[src/rtl/comma_align_pkg.sv]
// Shared definitions for the comma word aligner.
// Assumes: characters are built least-significant-bit first (bit 0 earliest).
package comma_align_pkg;

    // Default character and comma geometry.
    localparam int unsigned DEF_CHAR_W  = 10;
    localparam int unsigned DEF_COMMA_W = 7;
    // Comma in arrival order: bit 0 earliest = 0, bit 1 = 0, bits 2..6 = 1.
    localparam logic [DEF_COMMA_W-1:0] DEF_COMMA_PAT = 7'b1111100;

    // Decision taken by the boundary controller on a clock cycle.
    typedef enum logic [1:0] {
        SLOT_IDLE    = 2'd0,  // no enabled bit this cycle
        SLOT_ADVANCE = 2'd1,  // bit absorbed into the current character
        SLOT_EMIT    = 2'd2,  // bit completes a character
        SLOT_RESYNC  = 2'd3   // comma seen: boundary rescheduled
    } slot_e;

endpackage

[src/rtl/cwa_bit_window.sv]
// Sliding window of the most recent received bits.
// Provides the window including the bit arriving this cycle (oldest at bit 0).
// Assumes: bit_in is only meaningful when bit_en is high.
module cwa_bit_window #(
    parameter int unsigned CHAR_W = 10
) (
    input  logic              clk,
    input  logic              rst_n,
    input  logic              bit_en,
    input  logic              bit_in,
    output logic [CHAR_W-1:0] win_next
);

    logic [CHAR_W-2:0] hist_q;

    // Newest bit enters at the top, oldest sits at bit 0.
    always_comb begin
        win_next = {bit_in, hist_q};
    end

    // Keep the CHAR_W-1 most recent bits for the next cycle.
    always_ff @(posedge clk) begin
        if (!rst_n) begin
            hist_q <= '0;
        end else if (bit_en) begin
            hist_q <= win_next[CHAR_W-1:1];
        end
    end

endmodule

[src/rtl/cwa_comma_scan.sv]
// Bitwise comparison of a slice of the window against the comma pattern.
// Instantiated once on the newest bits (stream search) and once on the
// oldest bits (character flag).
// Assumes: slice bit 0 is the earliest received bit of the slice.
module cwa_comma_scan #(
    parameter int unsigned          PAT_W = 7,
    parameter logic [PAT_W-1:0]     PAT   = 7'b1111100
) (
    input  logic [PAT_W-1:0] slice,
    output logic             hit
);

    logic [PAT_W-1:0] eq;

    // One equality term per pattern position.
    for (genvar g = 0; g < PAT_W; g++) begin : g_cmp
        assign eq[g] = (slice[g] == PAT[g]);
    end

    // All positions must agree.
    always_comb begin
        hit = &eq;
    end

endmodule

[src/rtl/cwa_boundary_ctrl.sv]
// Character boundary and pair-phase scheduler.
// Counts bits left in the current character. A comma seen with alignment
// enabled reschedules the next boundary. The period is only ever lengthened:
// the boundary moves to 3 bits after the comma, plus one character when the
// comma character would fall short, plus one more when the phase is wrong.
// Assumes: comma_hit refers to the window including the current bit.
module cwa_boundary_ctrl
    import comma_align_pkg::*;
#(
    parameter int unsigned CHAR_W  = 10,
    parameter int unsigned COMMA_W = 7
) (
    input  logic clk,
    input  logic rst_n,
    input  logic bit_en,
    input  logic align_en,
    input  logic comma_hit,
    output logic emit,
    output logic emit_odd
);

    localparam int unsigned OFFSET = CHAR_W - COMMA_W;
    localparam int unsigned REM_W  = $clog2(3 * CHAR_W + 1);
    localparam int unsigned EL_W   = $clog2(CHAR_W + 1);

    logic [REM_W-1:0] remain_q, remain_d, resync_rem;
    logic [EL_W-1:0]  elapsed_q, elapsed_d, el_inc;
    logic             odd_q, odd_d;
    logic             short_c, want_odd, next_odd;
    slot_e            slot;

    // Bits since the last boundary, saturating once a full character is seen.
    always_comb begin
        el_inc = (elapsed_q >= EL_W'(CHAR_W)) ? elapsed_q : elapsed_q + 1'b1;
    end

    // Distance to the rescheduled boundary after a comma.
    always_comb begin
        next_odd   = !odd_q;
        short_c    = (REM_W'(el_inc) + REM_W'(OFFSET)) < REM_W'(CHAR_W);
        want_odd   = !short_c;
        resync_rem = REM_W'(OFFSET)
                   + (short_c ? REM_W'(CHAR_W) : '0)
                   + ((next_odd != want_odd) ? REM_W'(CHAR_W) : '0);
    end

    // Classify this cycle; a comma overrides a boundary due on the same bit.
    always_comb begin
        if (!bit_en) begin
            slot = SLOT_IDLE;
        end else if (align_en && comma_hit) begin
            slot = SLOT_RESYNC;
        end else if (remain_q == REM_W'(1)) begin
            slot = SLOT_EMIT;
        end else begin
            slot = SLOT_ADVANCE;
        end
    end

    // Next-state values for the counters and the phase.
    always_comb begin
        remain_d  = remain_q;
        elapsed_d = elapsed_q;
        odd_d     = odd_q;
        unique case (slot)
            SLOT_IDLE: begin
            end
            SLOT_ADVANCE: begin
                remain_d  = remain_q - 1'b1;
                elapsed_d = el_inc;
            end
            SLOT_EMIT: begin
                remain_d  = REM_W'(CHAR_W);
                elapsed_d = '0;
                odd_d     = next_odd;
            end
            SLOT_RESYNC: begin
                remain_d  = resync_rem;
                elapsed_d = el_inc;
            end
        endcase
    end

    // Boundary strobe and the phase that character takes.
    always_comb begin
        emit     = (slot == SLOT_EMIT);
        emit_odd = next_odd;
    end

    // Scheduler state; the phase starts odd so the first character is even.
    always_ff @(posedge clk) begin
        if (!rst_n) begin
            remain_q  <= REM_W'(CHAR_W);
            elapsed_q <= '0;
            odd_q     <= 1'b1;
        end else begin
            remain_q  <= remain_d;
            elapsed_q <= elapsed_d;
            odd_q     <= odd_d;
        end
    end

endmodule

[src/rtl/cwa_char_stage.sv]
// Output register stage: captures the character, strobe, pair clock and
// comma flag on each boundary and holds them until the next one.
// Assumes: emit is a single-cycle request tied to an enabled bit.
module cwa_char_stage #(
    parameter int unsigned CHAR_W = 10
) (
    input  logic              clk,
    input  logic              rst_n,
    input  logic              emit,
    input  logic              emit_odd,
    input  logic              align_en,
    input  logic              low_hit,
    input  logic [CHAR_W-1:0] win_next,
    output logic [CHAR_W-1:0] char_data,
    output logic              char_stb,
    output logic              word_clk,
    output logic              comma_det
);

    // Strobe follows the boundary request by one register.
    always_ff @(posedge clk) begin
        if (!rst_n) begin
            char_stb <= 1'b0;
        end else begin
            char_stb <= emit;
        end
    end

    // Character, pair clock and flag change only at a boundary.
    always_ff @(posedge clk) begin
        if (!rst_n) begin
            char_data <= '0;
            word_clk  <= 1'b0;
            comma_det <= 1'b0;
        end else if (emit) begin
            char_data <= win_next;
            word_clk  <= !emit_odd;
            comma_det <= align_en && low_hit;
        end
    end

endmodule

[src/rtl/comma_word_aligner.sv]
// Top level of the comma word aligner.
// Builds characters from a bit-enabled serial stream, searches for the comma
// while align_en is high, and realigns by stretching character periods.
// Assumes: one received bit per cycle with bit_en high; reset is synchronous.
module comma_word_aligner
    import comma_align_pkg::*;
#(
    parameter int unsigned          CHAR_W    = DEF_CHAR_W,
    parameter int unsigned          COMMA_W   = DEF_COMMA_W,
    parameter logic [COMMA_W-1:0]   COMMA_PAT = DEF_COMMA_PAT
) (
    input  logic              clk,
    input  logic              rst_n,
    input  logic              bit_en,
    input  logic              bit_in,
    input  logic              align_en,
    output logic [CHAR_W-1:0] char_data,
    output logic              char_stb,
    output logic              word_clk,
    output logic              comma_det
);

    localparam int unsigned OFFSET = CHAR_W - COMMA_W;

    logic [CHAR_W-1:0] win_next;
    logic              top_hit, low_hit, emit, emit_odd;

    cwa_bit_window #(.CHAR_W(CHAR_W)) u_window (
        .clk      (clk),
        .rst_n    (rst_n),
        .bit_en   (bit_en),
        .bit_in   (bit_in),
        .win_next (win_next)
    );

    // Search on the newest bits of the stream.
    cwa_comma_scan #(.PAT_W(COMMA_W), .PAT(COMMA_PAT)) u_scan_top (
        .slice (win_next[CHAR_W-1:OFFSET]),
        .hit   (top_hit)
    );

    // Flag check on the oldest bits, i.e. character bits 0..COMMA_W-1.
    cwa_comma_scan #(.PAT_W(COMMA_W), .PAT(COMMA_PAT)) u_scan_low (
        .slice (win_next[COMMA_W-1:0]),
        .hit   (low_hit)
    );

    cwa_boundary_ctrl #(.CHAR_W(CHAR_W), .COMMA_W(COMMA_W)) u_ctrl (
        .clk       (clk),
        .rst_n     (rst_n),
        .bit_en    (bit_en),
        .align_en  (align_en),
        .comma_hit (top_hit),
        .emit      (emit),
        .emit_odd  (emit_odd)
    );

    cwa_char_stage #(.CHAR_W(CHAR_W)) u_stage (
        .clk       (clk),
        .rst_n     (rst_n),
        .emit      (emit),
        .emit_odd  (emit_odd),
        .align_en  (align_en),
        .low_hit   (low_hit),
        .win_next  (win_next),
        .char_data (char_data),
        .char_stb  (char_stb),
        .word_clk  (word_clk),
        .comma_det (comma_det)
    );

endmodule

[config.mk]
export PLATFORM = sky130hd
export DESIGN_NAME = comma_word_aligner
export DESIGN_NICKNAME = d
export VERILOG_FILES = /design/src/rtl/comma_align_pkg.sv /design/src/rtl/cwa_bit_window.sv /design/src/rtl/cwa_comma_scan.sv /design/src/rtl/cwa_boundary_ctrl.sv /design/src/rtl/cwa_char_stage.sv /design/src/rtl/comma_word_aligner.sv
export SDC_FILE = /design/constraint.sdc
export NUM_CORES = 1
export LEC_CHECK = 0
export ABC_AREA = 0
export ABC_CLOCK_PERIOD_IN_PS = 2200
export BUFFER_PORTS_ARGS = -buffer_cell sky130_fd_sc_hd__buf_2
export CAP_MARGIN = 25
export CORE_ASPECT_RATIO = 0.6
export CORE_MARGIN = 2
export CORE_UTILIZATION = 40
export CTS_CLUSTER_SIZE = 16
export DETAILED_ROUTE_END_ITERATION = 12
export GPL_ROUTABILITY_DRIVEN = 1
export PLACE_DENSITY_LB_ADDON = 0.12
export SYNTH_ARGS = -nofsm -noshare
export SYNTH_HDL_FRONTEND = slang
export SYNTH_SLANG_ARGS = --single-unit
[constraint.sdc]
create_clock -name clk -period 2.2 [get_ports clk]
set_clock_uncertainty 0.15 [all_clocks]
set_input_delay 0.22 -clock clk [delete_from_list [all_inputs] [get_ports clk]]
set_output_delay 0.22 -clock clk [all_outputs]
set_load 0.005 [all_outputs]
==> Word-level counts from Yosys, hierarchy flattened <==
Cells that the tools add are included.
{ "word_totals": {"regBits": 32, "in_bits": 5, "out_inout_bits": 13, "elab_cells": 41} }
{ "op_classes": {"add_sub_neg": 5, "order_cmp": 2, "eq_ne": 5, "mux": 8, "bitwise": 4, "reduce_logical": 9} }
{ "op_table": {"columns": ["operator", "n"], "rows": [
  ["5-bit case mux with 3 select lines", 1],
  ["7-bit AND reduction", 2],
  ["4-bit 2-to-1 mux", 3],
  ["4-bit case mux with 2 select lines", 1],
  ["2-bit 2-to-1 mux", 3],
  ["2-bit by 5-bit adder with 5-bit output, first input constant", 1],
  ["4-bit by 2-bit adder with 5-bit output, second input constant", 1],
  ["5-bit adder", 1],
  ["5-bit by 1-bit == test with 1-bit output, second input constant", 1],
  ["5-bit by 4-bit less-than comparator with 1-bit output, second input constant", 1],
  ["5-bit by 1-bit subtractor with 5-bit output, second input constant", 1],
  ["4-bit by 1-bit adder with 4-bit output, second input constant", 1],
  ["2-bit == test, second input constant", 2],
  ["4-bit >= comparator, second input constant", 1],
  ["1-bit inverter", 4],
  ["3-bit nonzero test", 1],
  ["2-bit by 1-bit == test with 1-bit output, second input constant", 1],
  ["1-bit logical AND", 2],
  ["1-bit zero test", 2],
  ["2-bit nonzero test", 1],
  ["2-bit OR reduction", 1],
  ["1-bit inequality test", 1]
]} }

==> Logic depth before layout (Yosys ltp) <==
{ "depth": {"depth_word": 9, "mapped_depth": 10, "depth_no_buf": 10} }

==> By module <==
A second synthesis with hierarchy kept.
{ "hier_totals": {"hier_cells": 171, "hier_area_um2": 1627.8} }
{ "modules_own_cells": {"columns": ["mod", "n_inst", "cells_each", "area_each_um2", "seq_area_each_um2"], "rows": [
  ["cwa_boundary_ctrl", 1, 95, 739.5, 200.2],
  ["cwa_char_stage", 1, 41, 498.0, 260.2],
  ["cwa_bit_window", 1, 29, 345.3, 180.2],
  ["cwa_comma_scan", 2, 3, 22.5, 0.0]
]} }

==> Worst setup path before layout <==
Ideal clock, no wire load.
{ "synth_path": {"path_type": "register to register", "from": "register u_ctrl.elapsed_q[0]", "to": "register u_ctrl.remain_q[2]", "setup_ps": 128, "t_arrival_ps": 1849, "t_required_ps": 1922, "path_slack_ps": 72, "stages_incl_launch_ff": 10, "n_path_buf": 0, "synth_period_minus_slack_ps": 2128, "path_cell_list": "dfxtp_1 inv_1 ha_1 o31a_1 xnor2_1 ha_1 a21oi_1 a31o_2 a211oi_1 a211oi_1"} }
{ "synth_via": {"elab_chain_len": 9, "word_cells_on_any_way": 12, "classes_between": "add/sub (4); order compare (2); eq/ne (1); mux (4); reduce/logical (1)"} }
{ "synth_rtl": {"columns": ["item", "line_no", "rtl"], "rows": [
  ["from (decl)", "cwa_boundary_ctrl.sv:27", "logic [EL_W-1:0] elapsed_q, elapsed_d, el_inc;"],
  ["from (signal assigned)", "cwa_boundary_ctrl.sv:98", "elapsed_q <= elapsed_d;"],
  ["4-bit by 1-bit adder with 4-bit output / 4-bit >= comparator (equally long branches)", "cwa_boundary_ctrl.sv:34", "el_inc = (elapsed_q >= EL_W'(CHAR_W)) ? elapsed_q : elapsed_q + 1'b1;"],
  ["4-bit 2-to-1 mux (*)", "cwa_boundary_ctrl.sv:34", null],
  ["4-bit by 2-bit adder with 5-bit output (*)", "cwa_boundary_ctrl.sv:40", "short_c = (REM_W'(el_inc) + REM_W'(OFFSET)) < REM_W'(CHAR_W);"],
  ["5-bit by 4-bit less-than comparator with 1-bit output (*)", "cwa_boundary_ctrl.sv:40", null],
  ["parallel branches: the longest is 3 deep, another holds 2-bit by 5-bit adder with 5-bit output", null, null],
  ["5-bit adder (*)", "cwa_boundary_ctrl.sv:44", "+ ((next_odd != want_odd) ? REM_W'(CHAR_W) : '0);"],
  ["5-bit case mux with 3 select lines (*)", "cwa_boundary_ctrl.sv:65", "unique case (slot)"],
  ["to (signal assigned)", "cwa_boundary_ctrl.sv:93", "remain_q <= REM_W'(CHAR_W);"],
  ["to (signal assigned)", "cwa_boundary_ctrl.sv:97", "remain_q <= remain_d;"],
  ["to (decl)", "cwa_boundary_ctrl.sv:26", "logic [REM_W-1:0] remain_q, remain_d, resync_rem;"]
]} }
Mark *: on every way between the ends.
A chain may end at the register's enable or synchronous reset.

==> Worst setup path after layout <==
{ "layout_path": {"from": "register u_ctrl.elapsed_q[1]", "to": "register u_ctrl.remain_q[2]"} }
Same word-level chain as after synthesis.

==> summary.md <==
| Metric | Value |
|---|---|
| Status | `complete, no violations` |
| Tcrit/Tclk final | `between 90% and 100%` |
| Count of clock tree sinks | `32` |
| IO Port Bufs | `17` |
| Initial antenna violation count | `0` |
| Initial drt markers | `between 90 and 100` |
| Tot Pwr | `around 1300 uW` |
| Clk pwr share | `42.4%` |
| Maximum clock path buffer count | `2` |
| Worst slew pin tran | `510 ps` |
| Psw | `~300 uW` |
| FFs w/ async S/R, synth | `0%` |
| Total gr overflow | `0` |
| CP top delay family | `compound AO/OA/AOI/OAI gates` |
| Total GRT Usage | `16.0%` |
| Hold-critical path endpoint | `u_ctrl.odd_q` |
| Crit path time final | `2160 ps` |
| FF-to-FF End | `u_ctrl.remain_q[2]` |
| Hold Crit Class | `in -> reg` |
| Type of element capturing the critical path | `register` |
| Starting Density | `between 40% and 50%` |
| RSZ-0062 raised after global routing | `yes` |
| Power density over the cells | `roughly 670 nW/um^2` |
| Layout cells sized above 1 | `27.8%` |
| Setup crit start kind | `register` |
| Placement Cell Area | `between 1500 and 2000 sq um` |
| FILL cells | `roughly 360` |
| Slowest Stage Delay on Critical Path | `360 ps` |
| Sequential-to-total area share from yosys stat | `slightly above 40%` |
| Hpwl dp | `around 2400 microns` |
| Peak Freq | `463 MHz` |
| Crit path max-delay cell type | `dfxtp_4` |
| Max VDD drop | `between 0.3 and 0.4 mV` |
| Non-Filler Instances | `around 250` |
| Pre-antenna DRT Iters | `5` |
| Final RePlAce weighted congestion | `around 0.9` |
| Post-route DRC | `0` |
| Synthesized Nets | `179` |
| Vias in the first global route | `roughly 1100` |
| Synth top area cells | `dfxtp_1 41%, mux2i_1 13%, nor2_1 5.8%, ha_1 4.0%, nand2_1 2.7%` |
| Hold_sp | `rst_n` |
| P_int | `about 1000 uW` |
| CTS Root Cell | `clkbuf_8` |
| Placed cell count | `235` |
| Final Hold Viols | `0` |
| Clk_lat worst skew | `roughly 280 ps` |
| Origin of the critical flop-to-flop path | `u_ctrl.elapsed_q[1]` |
| Final setup fails | `0` |
| Switching Share | `a little under a quarter` |
| Top cell type's share of synthesized area | `between 40% and 50%` |
| Data required, critical path | `2210 ps` |
| CTS clock-pin slew for the worst setup and hold paths | `70 ps` |
| Leakage power | `0.000780 uW` |
| First-pass GRT wire length | `between 5000 and 6000 microns` |
| CTS Buf Count | `5` |
| TritonCTS clock tree | `yes` |
| Vias per inst | `approximately 5.3` |
| Hold path depth | `2` |
| Final net count | `slightly above 200` |
| Final ANT Viol Nets | `0` |
| CP max FO | `7` |
| Hold_buf cts | `0` |
| Yosys reg bits | `32` |
| Slew Limit Fails | `0` |
| YS warnings | `0` |
| Max cap viols | `0` |
| Core area | `around 3700 sq um` |
| Row cnt | `17` |
| Rel. slew slack | `65.5%` |
| Netlist cell types | `47` |
| Finished layout cell area | `approximately 1900 sq um` |
| R2R depth | `8` |
| Die Span Y | `around 52 microns` |
| Vias | `1300` |
| CP most frequent cell | `a211oi_2` |
| Mean post-synth cell area | `roughly 9.2 sq um` |
| Synth Cell Area | `about 1600 sq um` |
| Number of synthesized flops with an enable pin | `0` |
| Worst Setup Path Type | `reg -> reg` |
| Routed WL | `~3400 microns` |
| Number of antenna diodes | `0` |
| Logic pwr share | `a little over a tenth` |
| Register share of total power | `46.9%` |
| Largest area contributor in the netlist | `dfxtp_1` |
| Largest net degree at the start of global routing | `26` |
| Avg WL per Cell | `around 14 microns` |
| Top FF cell, synth | `dfxtp_1` |
| Die ar. | `approximately 4400 sq um` |
| IO Count | `18` |
| Flop2flop setup slack | `about 40 ps` |
| Critical Path, Cell by Cell | `buf_6, o31a_1, xnor2_1, ha_2, a21oi_2, a31o_2, a211oi_2, a211oi_2` |
| Post-Synthesis Cells | `about 170` |
| H-tree Lvls | `2` |
| CP bufs+invs | `1` |
| Die width | `about 85 microns` |
| Critical Path AT | `~2200 ps` |
| Area grow syn2layout | `23.1%` |
[worst max path at each step]
stage                               to                 from  slack (ps)  depth (start not counted)
global route        u_ctrl.remain_q[2]  u_ctrl.elapsed_q[0]         -70                          9
finish              u_ctrl.remain_q[2]  u_ctrl.elapsed_q[1]          40                          8
global placement    u_ctrl.remain_q[2]  u_ctrl.elapsed_q[0]          80                          9
floorplan           u_ctrl.remain_q[2]  u_ctrl.elapsed_q[0]          70                          9
CTS                 u_ctrl.remain_q[2]  u_ctrl.elapsed_q[0]          20                          9
detailed placement  u_ctrl.remain_q[2]  u_ctrl.elapsed_q[0]         -10                          9
[cell usage in the layout (no fill, tap or decap), types with 2 or more instances in the layout]
master / count
nand2b_1: 2
a21oi_1: 4
a211oi_2: 2
a21oi_2: 3
nand2_1: 11
nor2_1: 24
a31o_2: 2
buf_4: 10
mux2i_1: 20
inv_1: 6
ha_1: 3
a31oi_1: 2
clkinv_1: 2
xnor2_1: 3
o211ai_1: 2
buf_2: 17
o311ai_0: 2
nor3_1: 4
clkbuf_8: 5
dfxtp_1: 30
o21ai_0: 5
nand3_1: 5
[routing by layer]
| metal | share of wire [%] | GRT usage [%] | vias up | wire length, microns |
|---|---|---|---|---|
| met5 | 0 | 0 | - | 0 |
| met4 | 0.32 | 3.97 | 0 | 11 |
| met3 | 4.9 | 5.35 | 3 | 169 |
| met2 | 41 | 22.2 | 33 | 1420 |
| met1 | 53 | 23.6 | 608 | 1820 |
| li1 | - | - | 656 | - |
[registers in the layout, indices dropped and copies added (netlist names)]
name,count
u_stage.word_clk,1
u_ctrl.odd_q,1
u_stage.char_stb,1
u_stage.comma_det,1
u_ctrl.remain_q,5
u_window.hist_q,9
u_ctrl.elapsed_q,4
u_stage.char_data,10
[power by group through the flow]
stage	registers, uW	clock network [uW]	logic (uW)
after floorplan	616	0	87.2
after global placement	617	0	121
after detailed placement	618	0	124
after CTS	605	559	128
after global routing	608	587	154
final	607	549	139
[cell families (layout without fill, tap and decap cells)]
logic type      after synthesis  after routing  synth area share [%]
simple gates                 59             59                  20.5
compound gates               32             32                  14.2
flops                        32             32                  41.1
mux                          20             20                  12.9
buf+inv                      17             46                  5.06
fa+ha+maj                     5              5                  4.02
xor+xnor                      4              4                  2.25
[cell type report]
type / instances / area [sq um] / area share (%)
multi-input cells: 120 / 881 / 45.9
flip-flops and latches: 32 / 646 / 33.7
repair buffers: 29 / 191 / 9.98
clock buffers: 6 / 72.6 / 3.78
well taps: 47 / 58.8 / 3.07
clock inverters: 2 / 35.0 / 1.83
inverters: 9 / 33.8 / 1.76
[through the flow]
stage               utilization (%)  TNS, ps  setup WS (ps)  hold slack, ps
floorplan                         -        0           72.3             217
global placement               47.1        0           84.8             313
detailed placement             47.1    -13.9          -13.9             323
CTS                            50.6        0           16.9            56.5
global route                   51.8    -69.6          -69.6            68.3
finish                         51.8        0           40.2            62.9
[synth_stat cells, drive strengths merged, types with 4 or more instances]
cell	n
nand3	5
clkbuf	4
ha	5
a21oi	7
mux2i	20
o21ai	6
nor3	6
dfxtp	32
nor2	24
nand2	11
buf	4
inv	7
[timing repair]
| action | 4_1_cts | 5_1_grt |
|---|---|---|
| setup buffers | 1 | 1 |
| gates resized for setup | 4 | 10 |
| setup endpoints to repair | 1 | 2 |
| pin swaps | 2 | 5 |
| hold endpoints to repair | 0 | 0 |
| cloned | 0 | 0 |
(Power assumes the default switching activity.)
